**config.mk**
```make
export PLATFORM = sky130hd
export DESIGN_NAME = refresh_sched
export DESIGN_NICKNAME = d
export VERILOG_FILES = /design/src/rtl/rs_pkg.sv /design/src/rtl/rs_interval_timer.sv /design/src/rtl/rs_debt_counter.sv /design/src/rtl/rs_holdoff.sv /design/src/rtl/refresh_sched.sv
export SDC_FILE = /design/constraint.sdc
export NUM_CORES = 1
export LEC_CHECK = 0
export BUFFER_PORTS_ARGS = -buffer_cell sky130_fd_sc_hd__buf_4
export CORE_ASPECT_RATIO = 0.5
export CORE_MARGIN = 2
export CORE_UTILIZATION = 40
export CTS_CLUSTER_SIZE = 10
export DETAILED_ROUTE_END_ITERATION = 16
export PLACE_DENSITY = 0.67
export SETUP_SLACK_MARGIN = 0.5
export SYNTH_ARGS = -nofsm -noshare
export SYNTH_HDL_FRONTEND = slang
export SYNTH_SLANG_ARGS = --single-unit
export TNS_END_PERCENT = 30
```
**constraint.sdc**
```tcl
create_clock -name clk_i -period 3.3 [get_ports clk_i]
set_clock_uncertainty 0.2 [all_clocks]
set_input_delay 0.495 -clock clk_i [delete_from_list [all_inputs] [get_ports clk_i]]
set_output_delay 0.495 -clock clk_i [all_outputs]
set_load 0.005 [all_outputs]
```
**src/rtl/rs_pkg.sv**
```systemverilog
package rs_pkg;

    typedef enum logic [2:0] {
        RS_IDLE  = 3'd0,
        RS_PEND  = 3'd1,
        RS_ISSUE = 3'd2,
        RS_TRFC  = 3'd3,
        RS_SELF  = 3'd4,
        RS_EXIT  = 3'd5
    } rs_state_e;

endpackage

```
**src/rtl/rs_interval_timer.sv**
```systemverilog
module rs_interval_timer #(
    parameter int INTERVAL_CYC = 1040
) (
    input  logic clk_i,
    input  logic rst_ni,
    input  logic hold_i,
    output logic tick_o
);
    localparam int CNT_W = (INTERVAL_CYC > 1) ? $clog2(INTERVAL_CYC) : 1;
    localparam logic [CNT_W-1:0] LAST = CNT_W'(INTERVAL_CYC - 1);

    logic [CNT_W-1:0] cnt_q;

    always_ff @(posedge clk_i or negedge rst_ni) begin
        if (!rst_ni) begin
            cnt_q <= '0;
        end else if (hold_i || cnt_q == LAST) begin
            cnt_q <= '0;
        end else begin
            cnt_q <= cnt_q + CNT_W'(1);
        end
    end

    assign tick_o = !hold_i && (cnt_q == LAST);

    // the counter never leaves its range
    a_r2_cnt_in_range: assert property (@(posedge clk_i) disable iff (!rst_ni)
        cnt_q <= LAST);

endmodule

```
**src/rtl/rs_debt_counter.sv**
```systemverilog
module rs_debt_counter #(
    parameter int DEBT_MAX = 8
) (
    input  logic clk_i,
    input  logic rst_ni,
    input  logic clear_i,
    input  logic add_i,
    input  logic take_i,
    output logic pending_o,
    output logic full_o
);
    localparam int DW = $clog2(DEBT_MAX + 1);
    localparam logic [DW-1:0] CEIL = DW'(DEBT_MAX);

    logic [DW-1:0] debt_q;

    always_ff @(posedge clk_i or negedge rst_ni) begin
        if (!rst_ni) begin
            debt_q <= '0;
        end else if (clear_i) begin
            debt_q <= '0;
        end else begin
            unique case ({add_i, take_i})
                2'b10:   if (debt_q != CEIL) debt_q <= debt_q + DW'(1);
                2'b01:   debt_q <= debt_q - DW'(1);
                default: debt_q <= debt_q;
            endcase
        end
    end

    assign pending_o = (debt_q != '0);
    assign full_o    = (debt_q == CEIL);

    // debt saturates at the ceiling
    a_r6_debt_ceiling: assert property (@(posedge clk_i) disable iff (!rst_ni)
        debt_q <= CEIL);

    // a command is only taken against an owed refresh
    a_r6_no_underflow: assert property (@(posedge clk_i) disable iff (!rst_ni)
        (take_i && !clear_i) |-> debt_q != '0);

endmodule

```
**src/rtl/rs_holdoff.sv**
```systemverilog
module rs_holdoff #(
    parameter int MAX_CYC = 16
) (
    input  logic                         clk_i,
    input  logic                         rst_ni,
    input  logic                         load_i,
    input  logic [$clog2(MAX_CYC+1)-1:0] load_val_i,
    output logic                         done_o
);
    localparam int W = $clog2(MAX_CYC + 1);

    logic [W-1:0] cnt_q;

    always_ff @(posedge clk_i or negedge rst_ni) begin
        if (!rst_ni) begin
            cnt_q <= '0;
        end else if (load_i) begin
            cnt_q <= load_val_i;
        end else if (cnt_q != '0) begin
            cnt_q <= cnt_q - W'(1);
        end
    end

    assign done_o = (cnt_q == '0);

    // the count only moves down unless reloaded
    a_r4_count_down: assert property (@(posedge clk_i) disable iff (!rst_ni)
        (!load_i && cnt_q != '0) |=> cnt_q < $past(cnt_q));

endmodule

```
**src/rtl/refresh_sched.sv**
```systemverilog
module refresh_sched
    import rs_pkg::*;
#(
    parameter int INTERVAL_CYC = 1040,
    parameter int RFC_CYC      = 10,
    parameter int XSNR_CYC     = 12,
    parameter int DEBT_MAX     = 8
) (
    input  logic clk_i,
    input  logic rst_ni,
    input  logic banks_idle_i,
    input  logic grant_i,
    input  logic sr_enter_i,
    input  logic sr_exit_i,
    output logic ref_req_o,
    output logic ref_urgent_o,
    output logic ref_cmd_o,
    output logic busy_o,
    output logic cke_o
);
    localparam int HOLD_MAX = (RFC_CYC > XSNR_CYC) ? RFC_CYC : XSNR_CYC;
    localparam int HOLD_W   = $clog2(HOLD_MAX + 1);
    localparam logic [HOLD_W-1:0] RFC_LOAD  = HOLD_W'(RFC_CYC - 1);
    localparam logic [HOLD_W-1:0] XSNR_LOAD = HOLD_W'(XSNR_CYC - 1);

    rs_state_e         state_q, state_d;
    logic              tick, pending, full, hold_done;
    logic              hold_load;
    logic [HOLD_W-1:0] hold_val;

    rs_interval_timer #(.INTERVAL_CYC(INTERVAL_CYC)) u_interval (
        .clk_i  (clk_i),
        .rst_ni (rst_ni),
        .hold_i (state_q == RS_SELF),
        .tick_o (tick)
    );

    rs_debt_counter #(.DEBT_MAX(DEBT_MAX)) u_debt (
        .clk_i     (clk_i),
        .rst_ni    (rst_ni),
        .clear_i   (state_q == RS_SELF),
        .add_i     (tick),
        .take_i    (state_q == RS_ISSUE),
        .pending_o (pending),
        .full_o    (full)
    );

    rs_holdoff #(.MAX_CYC(HOLD_MAX)) u_hold (
        .clk_i      (clk_i),
        .rst_ni     (rst_ni),
        .load_i     (hold_load),
        .load_val_i (hold_val),
        .done_o     (hold_done)
    );

    // State register
    always_ff @(posedge clk_i or negedge rst_ni) begin
        if (!rst_ni) state_q <= RS_IDLE;
        else         state_q <= state_d;
    end

    // Next state and timer load
    always_comb begin
        state_d   = state_q;
        hold_load = 1'b0;
        hold_val  = '0;
        unique case (state_q)
            RS_IDLE: begin
                if (sr_enter_i && banks_idle_i) state_d = RS_SELF;
                else if (pending)               state_d = RS_PEND;
            end
            RS_PEND: begin
                if (sr_enter_i && banks_idle_i) begin
                    state_d = RS_SELF;
                end else if (grant_i && banks_idle_i) begin
                    state_d   = RS_ISSUE;
                    hold_load = 1'b1;
                    hold_val  = RFC_LOAD;
                end
            end
            RS_ISSUE: state_d = RS_TRFC;
            RS_TRFC: begin
                if (hold_done) state_d = RS_IDLE;
            end
            RS_SELF: begin
                if (sr_exit_i) begin
                    state_d   = RS_EXIT;
                    hold_load = 1'b1;
                    hold_val  = XSNR_LOAD;
                end
            end
            RS_EXIT: begin
                if (hold_done) state_d = RS_IDLE;
            end
            default: state_d = RS_IDLE;
        endcase
    end

    // Outputs
    always_comb begin
        ref_req_o    = (state_q == RS_PEND);
        ref_cmd_o    = (state_q == RS_ISSUE);
        busy_o       = (state_q == RS_ISSUE) || (state_q == RS_TRFC) ||
                       (state_q == RS_SELF)  || (state_q == RS_EXIT);
        cke_o        = (state_q != RS_SELF);
        ref_urgent_o = full;
    end

    // Checker counter for the post-refresh window
    logic [15:0] rfc_age_q;
    always_ff @(posedge clk_i or negedge rst_ni) begin
        if (!rst_ni)                                           rfc_age_q <= '0;
        else if (state_q == RS_ISSUE || state_q == RS_TRFC)    rfc_age_q <= rfc_age_q + 16'd1;
        else                                                   rfc_age_q <= '0;
    end

    // a command only follows a granted request with all banks idle
    a_r3_cmd_after_grant: assert property (@(posedge clk_i) disable iff (!rst_ni)
        ref_cmd_o |-> $past(ref_req_o && grant_i && banks_idle_i));

    // the command is a single-cycle pulse
    a_r3_cmd_single: assert property (@(posedge clk_i) disable iff (!rst_ni)
        ref_cmd_o |=> !ref_cmd_o);

    // busy covers the cycle after the command
    a_r4_busy_after_cmd: assert property (@(posedge clk_i) disable iff (!rst_ni)
        ref_cmd_o |=> busy_o);

    // the post-refresh window never exceeds RFC_CYC cycles
    a_r4_window_len: assert property (@(posedge clk_i) disable iff (!rst_ni)
        (state_q == RS_ISSUE || state_q == RS_TRFC) |-> rfc_age_q < 16'(RFC_CYC));

    // clock-enable low means busy and quiet
    a_r9_cke_low_quiet: assert property (@(posedge clk_i) disable iff (!rst_ni)
        !cke_o |-> (busy_o && !ref_req_o && !ref_cmd_o));

    // clock-enable always rises into a hold-off window
    a_r10_exit_busy: assert property (@(posedge clk_i) disable iff (!rst_ni)
        $rose(cke_o) |-> busy_o);

endmodule

```
==> results of run 1 <==
==> where the power goes <==
| group | switching [mW] | leakage [nW] | internal (mW) |
|---|---|---|---|
| Combinational | 0.188 | 0.353 | 0.175 |
| Sequential | 0.0789 | 0.287 | 0.338 |
| Clock | 0.0916 | 0.0357 | 0.162 |
==> through the flow <==
step,cell area [um^2],worst slack (ps),cells
6_report,1510,612,184
5_1_grt,1510,496,184
4_1_cts,1480,552,184
3_5_place_dp,1370,422,179
3_3_place_gp,1370,503,179
2_1_floorplan,1250,534,130
==> worst max-delay path, stage by stage, from the launching register on <==
cell      delay [ps]
dfrtp_1          430
ha_4             190
and3_1           200
nand3_2           90
nand2b_4         130
ha_2             240
ha_4             230
a21oi_2          160
a21boi_0         120
or4_1            470
a21oi_1          150
==> cells by family after synthesis <==
group | synth area share [%]
compound gates | 10.7
xor+xnor | 9.79
fa+ha+maj | 8.59
buf+inv | 3.10
flops | 44.0
simple gates | 23.9
==> registers in the layout (all words and copies together), names as in the netlist <==
| name | flops |
|---|---|
| state_q | 3 |
| u_debt.debt_q | 4 |
| u_hold.cnt_q | 4 |
| u_interval.cnt_q | 11 |
==> what timing repair did <==
item / 4_1_cts / 5_1_grt
endpoints found under the setup margin: 1 / 1
pin swaps: 0 / 1
endpoints found under the hold margin: 22 / 0
hold buffers: 1 / 0
resized for setup: 4 / 5
cloned: 0 / 0
==> area by class of cell <==
cell class / count / area share [%]
multi-input cells: 99 / 47.4
flip-flops and latches: 22 / 36.7
repair buffers: 12 / 6.15
well taps: 40 / 3.33
clock buffers: 3 / 2.74
clock inverters: 1 / 2.00
inverters: 7 / 1.75
==> synthesized netlist by cell type, types with 3 or more instances <==
library cell / number
a21oi_1: 6
and3_1: 3
dfrtp_1: 22
ha_1: 7
inv_1: 7
nand2_1: 9
nand2b_1: 4
nand3_1: 5
nand4_1: 3
nor2_1: 17
nor3_1: 5
o21ai_0: 3
xnor2_1: 9
xor2_1: 5
==> final timing paths <==
path	cells after the start	to	from
max	10	u_debt.debt_q[3]$_DFFE_PN0P_	u_interval.cnt_q[0]$_DFF_PN0_
min	2	u_hold.cnt_q[1]$_DFFE_PN0P_	sr_exit_i
max reg2reg	10	u_debt.debt_q[3]$_DFFE_PN0P_	u_interval.cnt_q[0]$_DFF_PN0_
min reg2reg	1	u_interval.cnt_q[0]$_DFF_PN0_	u_interval.cnt_q[0]$_DFF_PN0_
max in group asynchronous	2	state_q[2]$_DFFE_PN0P_	rst_ni
min in group asynchronous	2	u_hold.cnt_q[0]$_DFFE_PN0P_	rst_ni
==> per-layer routing <==
layer | GRT usage [%] | vias to the layer above | share of wire (%)
li1 | - | 479 | -
met1 | 19.5 | 447 | 51
met2 | 24.5 | 15 | 44
met3 | 4.00 | 5 | 3.0
met4 | 5.90 | 0 | 1.6
met5 | 0 | - | 0
==> impl_metrics.csv, run 1 <==
group,metric,value,unit
synth,seq_area_frac_synth,44.0,%
route,ant_nets,0,
clock_network,post_cts_buffers,0,
placed_design,gp_congestion,0.832,
synth,async_flop_share,100,%
synth,synth_area_leaders,"dfrtp_1, ha_1, xnor2_1, nor2_1, xor2_1",
die,start_util,41.8,%
die,io_pins,11,
power,total_power,1.03,mW
sta,fin_crit_sh,81.5,%
worst_setup_path,start_kind,"register",
global_route,grt_pass1_wl,4200,um
cells_and_area,multiInputGateArea,713,um^2
global_route,grt_max_degree,23,
route,drt-pass1-iter-count,4,
cells_and_area,nFillCells,273,
synth,synth_edf_count,0,
worst_setup_path,required,3300,ps
sta,final-setup-viol-count,0,
route,routed_wl,2380,um
cells_and_area,nets,159,
route,wl_per_cell,12.9,um
cells_and_area,syn_to_final_growth,20.2,%
synth,postSynthAreaPerCell,9.63,um^2
route,drc,0,
clock_network,cts_tree,"yes",
synth,syn_area,1250,um^2
worst_setup_path,arrival,2690,ps
run,cap_violations,0,
worst_setup_path,regToRegSetupSlack,610,ps
clock_network,cts_buffer_depth,2,
cells_and_area,diodes,0,
power,p_per_area,687,nW/um^2
die,die_area,3620,um^2
synth,yosys.area.top_type,"dfrtp_1",
synth,ys.flop_type,"dfrtp_1",
clock_network,path_clk_slew,80,ps
synth,ys_warn_count,0,
sta,min_period,2690,ps
cells_and_area,layout_commonest_cell,"dfrtp_1",
worst_setup_path,crit_type,"register to register",
run_status,outcome,"complete, no violations",
sta,fin_tns_setup,0,ps
clock_network,cts-buffers-inserted,3,
cells_and_area,seqCellArea,552,um^2
min_path,holdCritPathClass,"input port to register",
sta,slew_headroom,59.5,%
placed_design,io_buffers,10,
cells_and_area,drive_above_1_share,18.1,%
route,vias_per_cell,5.14,
die,num_rows,14,
synth,synthCells,130,
global_route,grt_overflow_total,0,
route,vias,946,
power,p_leak,0.676,nW
synth,syn-num-nets,144,
sta,rsz0062_at_grt,"false",
die,die_width,83.1,um
die,fp.dieH,43.6,um
synth,synth_top_cell_area_share,44.0,%
sta,hold_viol,0,
synth,yosysUniqueCellTypes,37,
route,initialDrtViolationCount,73,
global_route,grt.total_usage,15.0,%
worst_setup_path,end_kind,"register",
sta,hold_ws,256,ps
sta,worst_pin_slew,606,ps
clock_network,cts_sinks,22,
synth,ys_ff_latch,22,
clock_network,h-tree-depth,1,
sta,max_freq,0.372,GHz
placed_design,dp_hpwl,1680,um
clock_network,insertion_delay,270,ps
worst_setup_path,path_max_fanout,5,
die,coreArea,3000,um^2
clock_network,clock-root-buffer,"clkbuf_8",
cells_and_area,layout_common_cells,"dfrtp_1, nor2_1, buf_4",
global_route,antenna_found_initial,0,
global_route,grt_pass1_vias,934,
cells_and_area,fin_util,50.3,%
power,peakVddDrop,0.397,mV
sta,drv_slew,0,
Note: power is estimated with default switching activity, not from simulation.
==> run 2, diff against run 1 <==
--- a/config.mk
+++ b/config.mk
@@ -5,13 +5,14 @@
 export SDC_FILE = /design/constraint.sdc
 export NUM_CORES = 1
 export LEC_CHECK = 0
+export ABC_AREA = 1
 export BUFFER_PORTS_ARGS = -buffer_cell sky130_fd_sc_hd__buf_4
 export CORE_ASPECT_RATIO = 0.5
 export CORE_MARGIN = 2
 export CORE_UTILIZATION = 40
 export CTS_CLUSTER_SIZE = 10
 export DETAILED_ROUTE_END_ITERATION = 16
-export PLACE_DENSITY = 0.67
+export PLACE_DENSITY = 0.69
 export SETUP_SLACK_MARGIN = 0.5
 export SYNTH_ARGS = -nofsm -noshare
 export SYNTH_HDL_FRONTEND = slang
==> constraint.sdc (replaced) <==
create_clock -name clk_i -period 2.37 [get_ports clk_i]
set_clock_uncertainty 0.2 [all_clocks]
set_input_delay 0.3555 -clock clk_i [delete_from_list [all_inputs] [get_ports clk_i]]
set_output_delay 0.3555 -clock clk_i [all_outputs]
set_load 0.005 [all_outputs]
==> run 2 against run 1 <==
Sequential cell count stayed put. First-iteration DRC count fell by 8.2%. Utilization up 3.0 points. Via count rose by 24%. Synthesized cell count rose by 37%. Routed wire length grew 11%.
==> impl_metrics.csv, run 2 <==
group,metric,value,unit
cells_and_area,reg_top3,"u_interval.cnt_q x11, u_debt.debt_q x4, u_hold.cnt_q x4",
cells_and_area,layout_common_cells,"nand2_1, nor2_1, nand3_1",
cells_and_area,layout_commonest_cell,"nand2_1",
run,cap_violations,0,
synth,ys_ff_latch,22,
sta,max_freq,0.507,GHz
synth,synth-xor-area-share,2.59,%
sta,timing.final.ws_setup,399,ps
sta,hold_viol,0,
synth,synthCells,178,
clock_network,cts_sinks,22,
cells_and_area,largest_register_ffs,11,
synth,synth_top_family_by_area,"simple AND/OR/NAND/NOR gates",
sta,rsz0062_at_grt,"true",
global_route,grt_pass1_vias,1086,
clock_network,clock-root-buffer,"clkbuf_8",
route,drt-pass1-iter-count,4,
die,die_width,86.2,um
global_route,grtUsageMet1,19.5,%
synth,synth_common_cells,"nand2_1, nor2_1, inv_1",
die,coreArea,3120,um^2
die,start_util,43.4,%
die,io_pins,11,
synth,yosys.area.top_type,"dfrtp_1",
worst_setup_path,critPathBufInv,0,
synth,yosysUniqueCellTypes,24,
synth,syn_area,1350,um^2
route,vias_per_cell,4.92,
global_route,grtUsageMet2,26.5,%
clock_network,insertion_delay,270,ps
synth,ys.flop_type,"dfrtp_1",
global_route,grt_use_met3,4.39,%
synth,synth-simple-area-share,36.3,%
run_status,outcome,"complete, no violations",
worst_setup_path,required,2320,ps
global_route,antenna_found_initial,0,
global_route,grt_overflow_total,0,
placed_design,preCtsSetupSlack,333,ps
sta,slew_headroom,81.7,%
worst_setup_path,arrival,1930,ps
cells_and_area,nets,213,
die,die_area,3890,um^2
worst_setup_path,cpPeakStageDelay,400,ps
synth,synth_compound_area_share,4.44,%
cells_and_area,nFillCells,290,
die,num_rows,14,
synth,ys_warn_count,0,
placed_design,dp_hpwl,1990,um
global_route,grt_max_degree,23,
clock_network,cts_tree,"yes",
synth,synth.most_common_cell,"nand2_1",
sta,worst_pin_slew,273,ps
placed_design,io_buffers,10,
worst_setup_path,path_cells,"nor2_1 -> nand3_1 -> nor2_2 -> nand3_4 -> ha_4 -> fa_1 -> xnor2_1 -> o21ai_1",
clock_network,h-tree-depth,1,
global_route,grt.total_usage,15.6,%
synth,seq_area_frac_synth,40.7,%
worst_setup_path,cp_slowest_cell,"dfrtp_1",
worst_setup_path,path_max_fanout,4,
route,wl_per_cell,11.1,um
route,ant_nets,0,
worst_setup_path,start_kind,"register",
sta,final-setup-viol-count,0,
sta,drv_slew,0,
worst_setup_path,end_kind,"register",
power,p_leak,0.848,nW
placed_design,gp_congestion,0.795,
cells_and_area,drive_above_1_share,22.2,%
worst_setup_path,cpLargestDelayFamily,"adder cells",
cells_and_area,syn_to_final_growth,22.7,%
route,initialDrtViolationCount,67,
power,peakVddDrop,0.374,mV
route,drc,0,
synth,synthMuxAreaShare,0,%
clock_network,cts_buffer_depth,2,
clock_network,path_clk_slew,80,ps
route,vias,1170,
synth,synth_top_cell_area_share,40.7,%
synth,synth_area_leaders,"dfrtp_1, nand2_1, nand3_1, nor2_1, inv_1",
sta,min_period,1970,ps
sta,fin_tns_setup,0,ps
synth,syn-num-nets,192,
power,p_per_area,1140,nW/um^2
die,fp.dieH,45.1,um
global_route,grt_pass1_wl,4650,um
synth,synth_edf_count,0,
cells_and_area,regMostFlops,"u_interval.cnt_q",
min_path,holdCritPathClass,"input port to register",
global_route,grt.busiest_layer,"met2",
clock_network,cts-buffers-inserted,3,
sta,fin_crit_sh,83.2,%
route,routed_wl,2640,um
synth,synthAdderAreaFrac,7.96,%
worst_setup_path,crit_type,"register to register",
cells_and_area,diodes,0,
synth,async_flop_share,100,%
synth,postSynthAreaPerCell,7.60,um^2
## run 2: cell types whose count changed in the layout (fill, tap and decap cells not counted), sizes merged, moves of 4 or more
cell and change:
nand2 +28, inv +19, nand3 +23, buf +5
nor2 +14, xnor2 -7, nand2b -4
## run 2: where the power goes
| part | internal [mW] | switching, mW | leakage (nW) |
|---|---|---|---|
| combinational | 0.423 | 0.531 | 0.539 |
| clock | 0.148 | 0.123 | 0.0288 |
| sequential | 0.517 | 0.149 | 0.280 |
## run 2: kinds of logic (layout without fill, tap and decap cells)
group | count (synthesis) | in the layout
XOR/XNOR | 4 | 4
AND/OR/NAND/NOR | 106 | 106
flip-flops | 22 | 22
AO/OA/AOI/OAI | 11 | 11
adder cells (fa/ha/maj) | 8 | 8
buffers and inverters | 27 | 47
## run 2: tightest hold or removal path, stage by stage
cell and delay (ps):
buf_4 90, nor3_2 50, nor4_1 150
## run 2: worst paths after layout
path                       slack [ps]                       endpoint                     startpoint  depth (start not counted)
min in group asynchronous         300  u_interval.cnt_q[5]$_DFF_PN0_                         rst_ni                          2
max reg2reg                       400   u_debt.debt_q[2]$_DFFE_PN0P_  u_interval.cnt_q[5]$_DFF_PN0_                          8
max in group asynchronous        1440         state_q[2]$_DFFE_PN0P_                         rst_ni                          2
max                               400   u_debt.debt_q[2]$_DFFE_PN0P_  u_interval.cnt_q[5]$_DFF_PN0_                          8
min                               240    u_hold.cnt_q[2]$_DFFE_PN0P_                     sr_enter_i                          3
min reg2reg                       300  u_interval.cnt_q[0]$_DFF_PN0_  u_interval.cnt_q[0]$_DFF_PN0_                          1
## run 2: cell type report
cell class / instances / area (um^2) / share of cell area [%]
well taps: 40 / 50.0 / 3.02
inverters: 26 / 97.6 / 5.88
flip-flops and latches: 22 / 552 / 33.3
multi-input cells: 129 / 774 / 46.7
repair buffers: 17 / 130 / 7.84
clock buffers: 4 / 55.1 / 3.32
## run 2: repair_timing
action                                 4_1_cts  5_1_grt
resized for setup                            4        4
setup endpoints to repair                    3        8
pin swaps                                    6        4
setup buffers                                3        2
hold buffers                                 1        0
endpoints found under the hold margin       22        0
## run 2: metal layers
| layer | wire length (um) | vias to the layer above |
|---|---|---|
| li1 | - | 613 |
| met1 | 1250 | 538 |
| met2 | 1250 | 15 |
| met3 | 99 | 4 |
| met4 | 30 | 0 |
| met5 | 0 | - |
## run 2: stage by stage
| step | utilization, % | area (um^2) | cells | hold slack, ps | power (mW) |
|---|---|---|---|---|---|
| global route | 53.2 | 1660 | 238 | 300 | 2.09 |
| floorplan | - | 1420 | 178 | -140 | 1.35 |
| detailed placement | 49.6 | 1550 | 228 | 64.4 | 1.57 |
| CTS | 52.6 | 1640 | 236 | 238 | 1.89 |
| finish | 53.2 | 1660 | 238 | 244 | 1.89 |
| global placement | 49.6 | 1550 | 228 | 60.6 | 1.54 |
